**src/rtl/rdr_pkg.sv**
```systemverilog
package rdr_pkg;

    localparam int WORD_BITS = 16;
    localparam int GROUP_BITS = 8;

    typedef enum logic [2:0] {
        RD_IDLE,
        RD_LEAD,
        RD_HIGH,
        RD_LOW,
        RD_TAIL
    } rd_state_e;

    typedef struct packed {
        logic                 valid;
        logic [WORD_BITS-1:0] data;
    } word_out_t;

    function automatic int idx_w(input int n);
        return (n > 1) ? $clog2(n) : 1;
    endfunction

    function automatic logic group_edge(input int unsigned n);
        return (n != 0) && ((n % GROUP_BITS) == 0);
    endfunction

    function automatic logic word_last_bit(input int unsigned n);
        return (n % WORD_BITS) == (WORD_BITS - 1);
    endfunction

endpackage

```
**src/rtl/cnv_timer.sv**
```systemverilog
module cnv_timer #(
    parameter int PERIOD = 1000
) (
    input  logic clk,
    input  logic rst,
    input  logic burst_active_i,
    output logic cnv_o
);
    localparam int TCW = (PERIOD > 2) ? $clog2(PERIOD) : 1;

    logic [TCW-1:0] cnt_q;
    logic           pend_q;
    logic           expire;

    assign expire = (cnt_q == TCW'(PERIOD - 1));

    always_ff @(posedge clk) begin
        if (rst) begin
            cnt_q  <= '0;
            pend_q <= 1'b0;
            cnv_o  <= 1'b0;
        end else begin
            cnt_q  <= expire ? '0 : cnt_q + 1'b1;
            cnv_o  <= pend_q & ~burst_active_i;
            pend_q <= expire | (pend_q & burst_active_i);
        end
    end


    cnv_outside_burst_chk: assert property (@(posedge clk) disable iff (rst)
        cnv_o |-> $past(!burst_active_i));

endmodule

```
**src/rtl/busy_fall_det.sv**
```systemverilog
module busy_fall_det (
    input  logic clk,
    input  logic rst,
    input  logic busy_i,
    output logic fall_o
);
    logic busy_d;

    always_ff @(posedge clk) begin
        if (rst) busy_d <= 1'b0;
        else     busy_d <= busy_i;
    end

    assign fall_o = busy_d & ~busy_i;

endmodule

```
**src/rtl/serial_rx_engine.sv**
```systemverilog
module serial_rx_engine
    import rdr_pkg::*;
#(
    parameter int N_DEV    = 3,
    parameter int CLK_DIV  = 4,
    parameter int BYTE_GAP = 6
) (
    input  logic                      clk,
    input  logic                      rst,
    input  logic                      start_i,
    input  logic                      sdo_i,
    output logic                      cs_n_o,
    output logic                      sclk_o,
    output word_out_t                 word_o,
    output logic [idx_w(N_DEV)-1:0]   idx_o
);
    localparam int TOT  = WORD_BITS * N_DEV;
    localparam int BCW  = $clog2(TOT + 1);
    localparam int WMAX = (CLK_DIV > BYTE_GAP) ? CLK_DIV : BYTE_GAP;
    localparam int WCW  = $clog2(WMAX + 1);
    localparam int IW   = idx_w(N_DEV);

    rd_state_e            state_q;
    logic [WCW-1:0]       wcnt_q;
    logic [BCW-1:0]       bit_q;
    logic [WORD_BITS-2:0] sh_q;
    logic [WORD_BITS-1:0] nxt_word;
    logic [WCW-1:0]       low_lim;
    logic                 div_done;

    assign nxt_word = {sh_q, sdo_i};
    assign div_done = (wcnt_q == WCW'(CLK_DIV - 1));
    assign low_lim  = group_edge(32'(bit_q)) ? WCW'(BYTE_GAP - 1) : WCW'(CLK_DIV - 1);

    always_ff @(posedge clk) begin
        if (rst) begin
            state_q <= RD_IDLE;
            cs_n_o  <= 1'b1;
            sclk_o  <= 1'b0;
            wcnt_q  <= '0;
            bit_q   <= '0;
            sh_q    <= '0;
            word_o  <= '0;
            idx_o   <= '0;
        end else begin
            word_o.valid <= 1'b0;
            unique case (state_q)
                RD_IDLE: begin
                    if (start_i) begin
                        state_q <= RD_LEAD;
                        cs_n_o  <= 1'b0;
                        wcnt_q  <= '0;
                        bit_q   <= '0;
                    end
                end
                RD_LEAD: begin
                    if (div_done) begin
                        wcnt_q  <= '0;
                        sclk_o  <= 1'b1;
                        state_q <= RD_HIGH;
                    end else begin
                        wcnt_q <= wcnt_q + 1'b1;
                    end
                end
                RD_HIGH: begin
                    if (div_done) begin
                        wcnt_q <= '0;
                        sclk_o <= 1'b0;
                        sh_q   <= nxt_word[WORD_BITS-2:0];
                        bit_q  <= bit_q + 1'b1;
                        if (word_last_bit(32'(bit_q))) begin
                            word_o.valid <= 1'b1;
                            word_o.data  <= nxt_word;
                            idx_o        <= IW'(bit_q >> 4);
                        end
                        state_q <= (bit_q == BCW'(TOT - 1)) ? RD_TAIL : RD_LOW;
                    end else begin
                        wcnt_q <= wcnt_q + 1'b1;
                    end
                end
                RD_LOW: begin
                    if (wcnt_q == low_lim) begin
                        wcnt_q  <= '0;
                        sclk_o  <= 1'b1;
                        state_q <= RD_HIGH;
                    end else begin
                        wcnt_q <= wcnt_q + 1'b1;
                    end
                end
                RD_TAIL: begin
                    if (div_done) begin
                        wcnt_q  <= '0;
                        cs_n_o  <= 1'b1;
                        state_q <= RD_IDLE;
                    end else begin
                        wcnt_q <= wcnt_q + 1'b1;
                    end
                end
                default: state_q <= RD_IDLE;
            endcase
        end
    end


    sclk_needs_select_chk: assert property (@(posedge clk) disable iff (rst)
        sclk_o |-> !cs_n_o);


    valid_on_sclk_fall_chk: assert property (@(posedge clk) disable iff (rst)
        word_o.valid |-> $fell(sclk_o));


    select_after_start_chk: assert property (@(posedge clk) disable iff (rst)
        $fell(cs_n_o) |-> $past(start_i));

endmodule

```
**src/rtl/chain_adc_reader.sv**
```systemverilog
module chain_adc_reader
    import rdr_pkg::*;
#(
    parameter int N_DEV       = 3,
    parameter int CLK_DIV     = 4,
    parameter int BYTE_GAP    = 6,
    parameter int CONV_PERIOD = 1000
) (
    input  logic                            clk,
    input  logic                            rst,
    input  logic                            busy_i,
    input  logic                            sdo_i,
    output logic                            cnv_o,
    output logic                            cs_n_o,
    output logic                            sclk_o,
    output logic                            word_valid_o,
    output logic [WORD_BITS-1:0]            word_data_o,
    output logic [idx_w(N_DEV)-1:0]         word_idx_o
);
    logic      busy_fall;
    word_out_t word_s;

    busy_fall_det u_fall (
        .clk    (clk),
        .rst    (rst),
        .busy_i (busy_i),
        .fall_o (busy_fall)
    );

    cnv_timer #(.PERIOD(CONV_PERIOD)) u_timer (
        .clk            (clk),
        .rst            (rst),
        .burst_active_i (~cs_n_o),
        .cnv_o          (cnv_o)
    );

    serial_rx_engine #(
        .N_DEV    (N_DEV),
        .CLK_DIV  (CLK_DIV),
        .BYTE_GAP (BYTE_GAP)
    ) u_eng (
        .clk     (clk),
        .rst     (rst),
        .start_i (busy_fall),
        .sdo_i   (sdo_i),
        .cs_n_o  (cs_n_o),
        .sclk_o  (sclk_o),
        .word_o  (word_s),
        .idx_o   (word_idx_o)
    );

    assign word_valid_o = word_s.valid;
    assign word_data_o  = word_s.data;


    word_inside_burst_chk: assert property (@(posedge clk) disable iff (rst)
        word_valid_o |-> !cs_n_o);

endmodule

```
**config.mk**
```make
export PLATFORM = sky130hd
export DESIGN_NAME = chain_adc_reader
export DESIGN_NICKNAME = d
export VERILOG_FILES = /design/src/rtl/rdr_pkg.sv /design/src/rtl/cnv_timer.sv /design/src/rtl/busy_fall_det.sv /design/src/rtl/serial_rx_engine.sv /design/src/rtl/chain_adc_reader.sv
export SDC_FILE = /design/constraint.sdc
export NUM_CORES = 1
export LEC_CHECK = 0
export ABC_AREA = 1
export CAP_MARGIN = 10
export CORE_ASPECT_RATIO = 0.8
export CORE_MARGIN = 2
export CORE_UTILIZATION = 60
export CTS_CLUSTER_SIZE = 24
export DETAILED_ROUTE_END_ITERATION = 6
export HOLD_SLACK_MARGIN = 0.02
export PLACE_DENSITY = 0.88
export SLEW_MARGIN = 20
export SYNTH_ARGS = -nofsm -noshare
export SYNTH_HDL_FRONTEND = slang
export SYNTH_HIERARCHICAL = 1
export SYNTH_SLANG_ARGS = --single-unit
```
**constraint.sdc**
```tcl
create_clock -name clk -period 4.7 [get_ports clk]
set_clock_uncertainty 0.05 [all_clocks]
set_input_delay 1.175 -clock clk [delete_from_list [all_inputs] [get_ports clk]]
set_output_delay 1.175 -clock clk [all_outputs]
set_load 0.02 [all_outputs]
```
==> results of run 1 <==
==> cell type report <==
cell class	count	share of cell area, %
clock buffers	12	4.68
clock inverters	4	1.53
inverters	49	6.17
multi-input cells	218	37.6
flip-flops and latches	61	39.4
well taps	57	2.30
repair buffers	26	8.31
==> where the power goes <==
| part | total, W | switching, W | internal, W |
|---|---|---|---|
| Combinational | 0.000175 | 0.000116 | 0.0000593 |
| Sequential | 0.000559 | 0.0000225 | 0.000537 |
| Clock | 0.000457 | 0.000199 | 0.000258 |
| Total | 0.00119 | 0.000337 | 0.000854 |
==> logic make-up (layout without fill, tap and decap cells) <==
logic type | Yosys count | in the layout | synth area share (%)
AO/OA/AOI/OAI | 68 | 68 | 14.9
XOR/XNOR | 4 | 4 | 1.33
adder cells (fa/ha/maj) | 6 | 6 | 2.85
buffers and inverters | 58 | 91 | 9.27
flip-flops | 61 | 61 | 46.4
AND/OR/NAND/NOR | 140 | 140 | 25.2
==> per-layer routing <==
layer	global-route usage, %	part of all wire [%]	vias up
met2	38.7	45	50
met1	31.5	48	1029
met4	8.99	1.6	0
li1	-	-	1136
met5	0	0	-
met3	10.2	5.6	11
==> registers in the layout (all words and copies together), names as in the netlist <==
| register | cells |
|---|---|
| u_eng/sh_q | 15 |
| u_timer/pend_q | 1 |
| u_eng/state_q | 3 |
| u_timer/cnt_q | 10 |
| u_fall/busy_d | 1 |
| u_eng/bit_q | 6 |
| u_timer/cnv_o | 1 |
| u_eng/sclk_o | 1 |
| u_eng/cs_n_o | 1 |
| u_eng/wcnt_q | 3 |
| u_eng/word_o | 17 |
| u_eng/idx_o | 2 |
==> tightest hold or removal path: cells and delay by family, from the launching register on <==
kind	cells	cell delay, ps
DFF	1	310
and+or+nand+nor	2	90
==> per-stage QoR <==
| stage | hold slack [ps] | instances | worst slack, ps | utilization [%] |
|---|---|---|---|---|
| 2_1_floorplan | 367 | 337 | 2670 | - |
| 3_3_place_gp | 378 | 411 | 1850 | 69.2 |
| 3_5_place_dp | 384 | 411 | 1750 | 69.2 |
| 4_1_cts | 392 | 427 | 2090 | 73.8 |
| 5_1_grt | 416 | 427 | 1960 | 73.8 |
| 6_report | 393 | 427 | 2080 | 73.8 |
==> how the worst max path moves through the flow <==
| stage | slack (ps) | endpoint |
|---|---|---|
| after floorplan | 2670 | u_eng/bit_q[5] |
| after detailed placement | 1750 | u_eng/sh_q[7] |
| after global routing | 1960 | u_eng/sh_q[7] |
| after CTS | 2090 | u_eng/sh_q[7] |
| final | 2080 | u_eng/sh_q[7] |
| after global placement | 1850 | u_eng/sh_q[6] |
==> cell usage in the layout (no fill, tap or decap), drive strengths merged <==
cell type      instances
dfxtp                 61
clkbuf                12
nor2                  46
xor2                   1
a211oi                 4
or2                    1
o211ai                 3
nand3b                 2
nand2                 61
o21ai                 31
clkinvlp               1
buf                    1
clkinv                 2
xnor2                  3
bufinv                 1
nand3                 24
ha                     6
a21oi                 30
nand4                  3
clkdlybuf4s50         25
inv                   49
nor3                   3
==> results.md, run 1 <==
- The flow ran to the end, and the final reports show no timing, DRC or antenna violations.
- The slew at the pin closest to its max-slew limit is 763 ps.
- In this run the static leakage power is 1.28 nW.
- The type of the worst setup path is input pin to flop.
- The maximum achievable frequency is 382 MHz.
- The number of nets handed over by synthesis was 347.
- The number of instances on the worst hold path is 2.
- For the final routed database, the setup TNS stands at 0 ps.
- STA classifies the critical path startpoint as an input pin.
- The average via count per standard cell is 5.21.
- In this run the core area contains 21 standard-cell rows.
- Clock-pin slew was measured on the worst setup and hold paths at 60 ps.
- The die covers 4930 um2.
- The post-synthesis cell type count is 30.
- The average wire per standard cell is 12.7 um.
- The tree is rooted in a clkbuf_8.
- The biggest area contributor in the post-synthesis netlist is dfxtp_1.
- In this run the horizontal extent of the chip is 78.0 um.
- The estimated wirelength of the detail-placed design is 3570 um.
- Sequential elements use 46.4% of the synthesized area.
- A synthesized cell averages 7.81 um2.
- The multi-input gate area in the final layout is 1170 um2.
- The total area inside the core boundary comes to 4200 um2.
- Measured against its own limit, the worst slew margin works out to 49.0%.
- Once the floorplan was initialized, standard cells occupied 62.6% of the core.
- Max-cap violations in this run came to 0.
- The hold violation total from the final report is 0.
- Counting buffers and inverters, the worst setup path is 5 cells deep.
- Global routing used 25.0% of the available tracks.
- The number of warnings printed during yosys synthesis is 6.
- The number of pins with negative max-slew slack in the final report was 0.
- Of all nets on the critical path, the largest fanout is 32.
- The period utilization is 55.8%.
- By count the netlist is led by 61 x dfxtp_1, 59 x nand2_1, 46 x inv_1.
- In this run the worst hold path is classified as flop to flop.
- dfxtp_1 is the most common cell in the netlist.
- The most used flip-flop cell after synthesis is dfxtp_1.
- Buffers placed on the I/O ports in this run total 25.
- Buffers added to address setup during post-CTS repair amount to 0.
- The total design power is 0.00119 W.
- The detailed-router iteration count before antenna repair is 4.
- The number of sinks on the clock net is 61.
- The portion of synthesized cell area occupied by the leading cell type is 46.4%.
- IR analysis of the VDD net gives a maximum drop of 275 uV.
- The floorplan die height is 63.2 um.
- TritonCTS built the clock tree.
- The gate family responsible for the most delay along the worst path is buffers and inverters.
- STA puts the critical path data arrival time at 2840 ps.
- The total length of routed wires is 5420 um.
- For this design, the slowest cell found on the critical path is clkdlybuf4s50_1.
- The initial antenna violation count is 0.
- The sequential cells in the finished layout cover a total of 1220 um2.
- The launch instance of the worst register-to-register path is u_eng/wcnt_q[0].
- Together, buffers and inverters on the worst path number 3.
- The first routing iteration left 130 violations.
- The global-route wire length before repair is 9600 um.
- For this run the aggregate overflow at the end of global routing stands at 0.
- The synthesized design contains 0 enable-type register cells.
- After synthesis, the cell types taking the most area are dfxtp_1 46%, nand2_1 8.4%, inv_1 6.6%.
- The final layout contains 375 nets.
- The number of design rule violations left after detail routing is 0.
- The critical path required time is 4920 ps.
- The total via count in the routed design is 2226.
- The slack of the worst reg-to-reg path is 2470 ps.
- The worst setup path is captured at a flop.
- For hold timing, the worst endpoint is u_timer/cnv_o.
- For this run, asynchronously set or reset flops after synthesis account for 0%.
- No sink is reached through more buffers than the 2 on the longest clock path.
- The endpoint of the lowest-slack register-to-register path is u_eng/word_o[3].
- The critical path goes through clkdlybuf4s50_1, inv_1, buf_4, o21ai_0, a21oi_1.
- The number of cells on the worst reg-to-reg path is 10.
- The area of placed instances is 2910 um2.
- The post-cts gate resize count is 0.
- The startpoint identified for the worst hold timing path is u_timer/pend_q.
- The H-tree generated during clock tree synthesis spans 3 levels.
- The maximum number of pins on one net before global-route repair is 33.
- Setup repair after global routing left no endpoint under its margin.
- The delay contributed by the slowest stage of the critical path is 800 ps.
- The worst path in the final design needs a cycle of 2620 ps, including I/O delays and setup.
- The clock insertion delay at the later pin of the skew report is 350 ps.
- After technology mapping, the gate count stands at 337.
- The cell area that synthesis handed to floorplanning was 2630 um2.
- Relative to the synthesized area, the layout overhead comes to 17.8%.
- At the end of routability-driven placement, the weighted congestion stood at 0.876.
- The number of antenna diodes is 0.
- Setup violations remaining at the end of the flow were counted as 0.
- The number of flip-flops and latches in the synthesized netlist is 61.
- The number of primary I/O pins is 26.
- The number of hold buffers added after CTS was 0.
- The fraction of final layout cells sized beyond drive strength 1 is 10.3%.
- The via count of the first global-routing pass is 2122.
- The TritonCTS buffer count is 9.
- After routing the design area is 3100 um2.
- The power per unit of standard cell area is 384 nW/um2.
- The filler cells instantiated in the layout total 317.
- Tracing the worst setup path back leads to its startpoint at rst.
- The remaining antenna violation count is 0.
(Power assumes the default switching activity.)
==> run 2: changes to the inputs <==
--- a/config.mk
+++ b/config.mk
@@ -9,11 +9,11 @@
 export CAP_MARGIN = 10
 export CORE_ASPECT_RATIO = 0.8
 export CORE_MARGIN = 2
-export CORE_UTILIZATION = 60
+export CORE_UTILIZATION = 50
 export CTS_CLUSTER_SIZE = 24
 export DETAILED_ROUTE_END_ITERATION = 6
 export HOLD_SLACK_MARGIN = 0.02
-export PLACE_DENSITY = 0.88
+export PLACE_DENSITY = 0.79
 export SLEW_MARGIN = 20
 export SYNTH_ARGS = -nofsm -noshare
 export SYNTH_HDL_FRONTEND = slang
==> constraint.sdc (replaced) <==
create_clock -name clk -period 2.2 [get_ports clk]
set_clock_uncertainty 0.05 [all_clocks]
set_input_delay 0.55 -clock clk [delete_from_list [all_inputs] [get_ports clk]]
set_output_delay 0.55 -clock clk [all_outputs]
set_load 0.02 [all_outputs]
==> results.md, run 2 (same netlist as run 1, synthesis figures left out) <==
- Wires add up to 5090 um.
- The type of the worst setup path is flop to flop.
- In the final routed layout, each cell accounts on average for 11.8 um.
- In the final design database the tool counted 379 nets.
- The maximum achievable frequency is 527 MHz.
- The final sum of negative setup slack is 0 ps.
- Subtracting the final worst setup slack from the clock period gives 1900 ps.
- The via count of the first global-routing pass was 1985.
- The final cell area excluding filler cells is 3130 um2.
- Pin placement for this block handled 26 I/O pins.
- The worst setup path is captured at a flop.
- The power per unit of standard cell area is 806 nW/um2.
- Across the whole layout, storage elements account for 1220 um2.
- The number of setup buffers added after CTS is 0.
- The multi-input combinational cells in the finished layout cover a total of 1170 um2.
- The number of pins with negative max-slew slack in the final report is 0.
- The register with the most flip-flops is u_eng/word_o.
- Data on the critical path arrives at its endpoint at 2120 ps.
- The number of flip-flops in the largest register is 17.
- The utilization after layout is 62.2%.
- In the finished design, the share of the clock period the worst path needs comes to 86.3%.
- The total area inside the core boundary comes to 5040 um2.
- The worst-case IR drop observed on VDD is 498 uV.
- The largest registers in the layout are u_eng/word_o (17), u_eng/sh_q (15), u_timer/cnt_q (10).
- The floorplan die height is 68.9 um.
- The floorplan step defined a die boundary enclosing 5860 um2.
- The first detailed-routing pass ran for 4 iterations.
- After clock tree synthesis, the flow added hold-fix buffers numbering 0.
- The number of violations reported at the end of detailed-routing iteration 0 is 146.
- STA puts the critical path data required time at 2420 ps.
- The number of fillers in the final layout is 437.
- OpenSTA, run right after detailed placement, puts the worst setup slack at 234 ps.
- In this run the tightest slew margin relative to its limit is 79.5%.
- Compared with the post-synthesis result, the final layout area differs by 19.0%.
- Setup repair after global routing left no endpoint under its margin.
- After legalization and detailed placement, the total HPWL measured 3570 um.
- The TritonCTS buffer count is 9.
- The final estimated routing congestion in global placement is 0.891.
- The smallest setup slack after layout is 302 ps.
- The leakage power summed over all cells is 1.30 nW.
- The area of placed instances is 2940 um2.
- The repair_antennas step left the layout with diodes totalling 0.
- The global-route congestion overflow total is 0.
- The clock insertion delay at the later pin of the skew report is 340 ps.
- Leaving out fill and tap cells, the most frequent cell in the layout is dfxtp_1.
- The number of port buffers is 25.
- The total via count in the routed design is 2183.
- The die is 85.1 um wide.
- Leaving out fill and tap cells, the most frequent cells in the layout are 61 x dfxtp_1, 59 x nand2_1, 46 x inv_1.
- The maximum fanout along the worst path is 16.
- The H-tree was split into 3 levels.
- The post-cts gate resize count is 0.
- The worst hold path belongs to the class flop to flop.
- The slew at the pin closest to its max-slew limit is 307 ps.
- The critical path's slowest cell is dfxtp_1.
- The hold violation total from the final report was 0.
- The remaining antenna violation count is 0.
- The first global-routing pass estimated 8580 um of wire.
- The number of sinks on the clock net is 61.
- The flow ran to the end, and the final reports show no timing, DRC or antenna violations.
- The initial standard-cell utilization of the core is 52.2%.
- The floorplan has 23 rows.
- After detailed routing, the number of remaining DRC violations is 0.
- The initial antenna violation count is 0.
- Using the TritonRoute via totals, the vias-per-cell ratio works out to 5.04.
- The max-cap check violation count is 0.
- Setup violations remaining at the end of the flow were counted as 0.
- STA classifies the critical path startpoint as a flop.
- The TritonCTS clock tree is yes.
- The maximum number of pins on one net before global-route repair is 33.
- The root cell of the clock tree is clkbuf_8.
- Traced cell by cell, the critical path runs through ha_1, ha_1, inv_1, nor2_8, inv_4, nor2_8, inv_4, nor2_8, inv_4, o21ai_2.
- For this run, the total global-route usage over all layers was measured as 19.0%.
- The number of buffers on the longest clock path is 2.
- The post-CTS clock slew at the launch and capture registers of the worst setup and hold paths is 70 ps.
- The post-route netlist has 11.1% of its cells at a drive strength greater than 1.
- The largest single stage delay on the critical path is 390 ps.
==> run 2: cell count changes in the layout (fill, tap and decap cells not counted) <==
cell and delta:
buf_4 +4, clkinv_2 -1, clkbuf_1 -2, clkinvlp_4 -1, clkbuf_8 +1
==> run 2: final timing paths <==
| check | start | endpoint | slack, ps | cells after the start |
|---|---|---|---|---|
| hold reg to reg | u_eng/sh_q[0] | u_eng/sh_q[1] | 410 | 2 |
| hold / removal | u_eng/sh_q[0] | u_eng/sh_q[1] | 410 | 2 |
| setup / recovery | u_eng/wcnt_q[0] | u_eng/word_o[10] | 300 | 10 |
| setup reg to reg | u_eng/wcnt_q[0] | u_eng/word_o[10] | 300 | 10 |
==> run 2: metrics by stage <==
| stage | std cells | power (W) | hold slack [ps] |
|---|---|---|---|
| 3_5_place_dp | 420 | 0.00158 | 406 |
| 3_3_place_gp | 420 | 0.00157 | 377 |
| 2_1_floorplan | 337 | 0.00150 | 367 |
| 5_1_grt | 433 | 0.00266 | 425 |
| 6_report | 433 | 0.00252 | 414 |
| 4_1_cts | 433 | 0.00255 | 413 |
==> run 2: critical path, delay by kind of cell (launching register included) <==
| kind | cells | cell delay, ps |
|---|---|---|
| AOI/OAI and AO/OA | 1 | 110 |
| adders and majority gates | 2 | 350 |
| buffers and inverters | 4 | 430 |
| DFF | 1 | 390 |
| and+or+nand+nor | 3 | 510 |
==> run 2: layout make-up <==
cell class | count | area share [%]
Clock inverter | 2 | 1.12
Sequential cell | 61 | 39.0
Tap cell | 62 | 2.48
Multi-Input combinational cell | 218 | 37.3
Inverter | 49 | 6.12
Timing Repair Buffer | 30 | 9.19
Clock buffer | 11 | 4.84
==> run 2: report_power, final <==
| group | total (W) | leakage, nW | switching, W | internal [W] |
|---|---|---|---|---|
| clock network | 0.000960 | 0.0971 | 0.000397 | 0.000564 |
| logic | 0.000368 | 0.712 | 0.000238 | 0.000131 |
| registers | 0.00119 | 0.493 | 0.0000474 | 0.00115 |
==> run 2: routing by layer <==
layer / part of all wire (%) / wire, um / global-route usage (%)
met1: 48 / 2470 / 23.5
met2: 45 / 2270 / 30.7
met3: 5.9 / 299 / 8.33
met4: 1.0 / 53 / 4.76
met5: 0 / 0 / 0
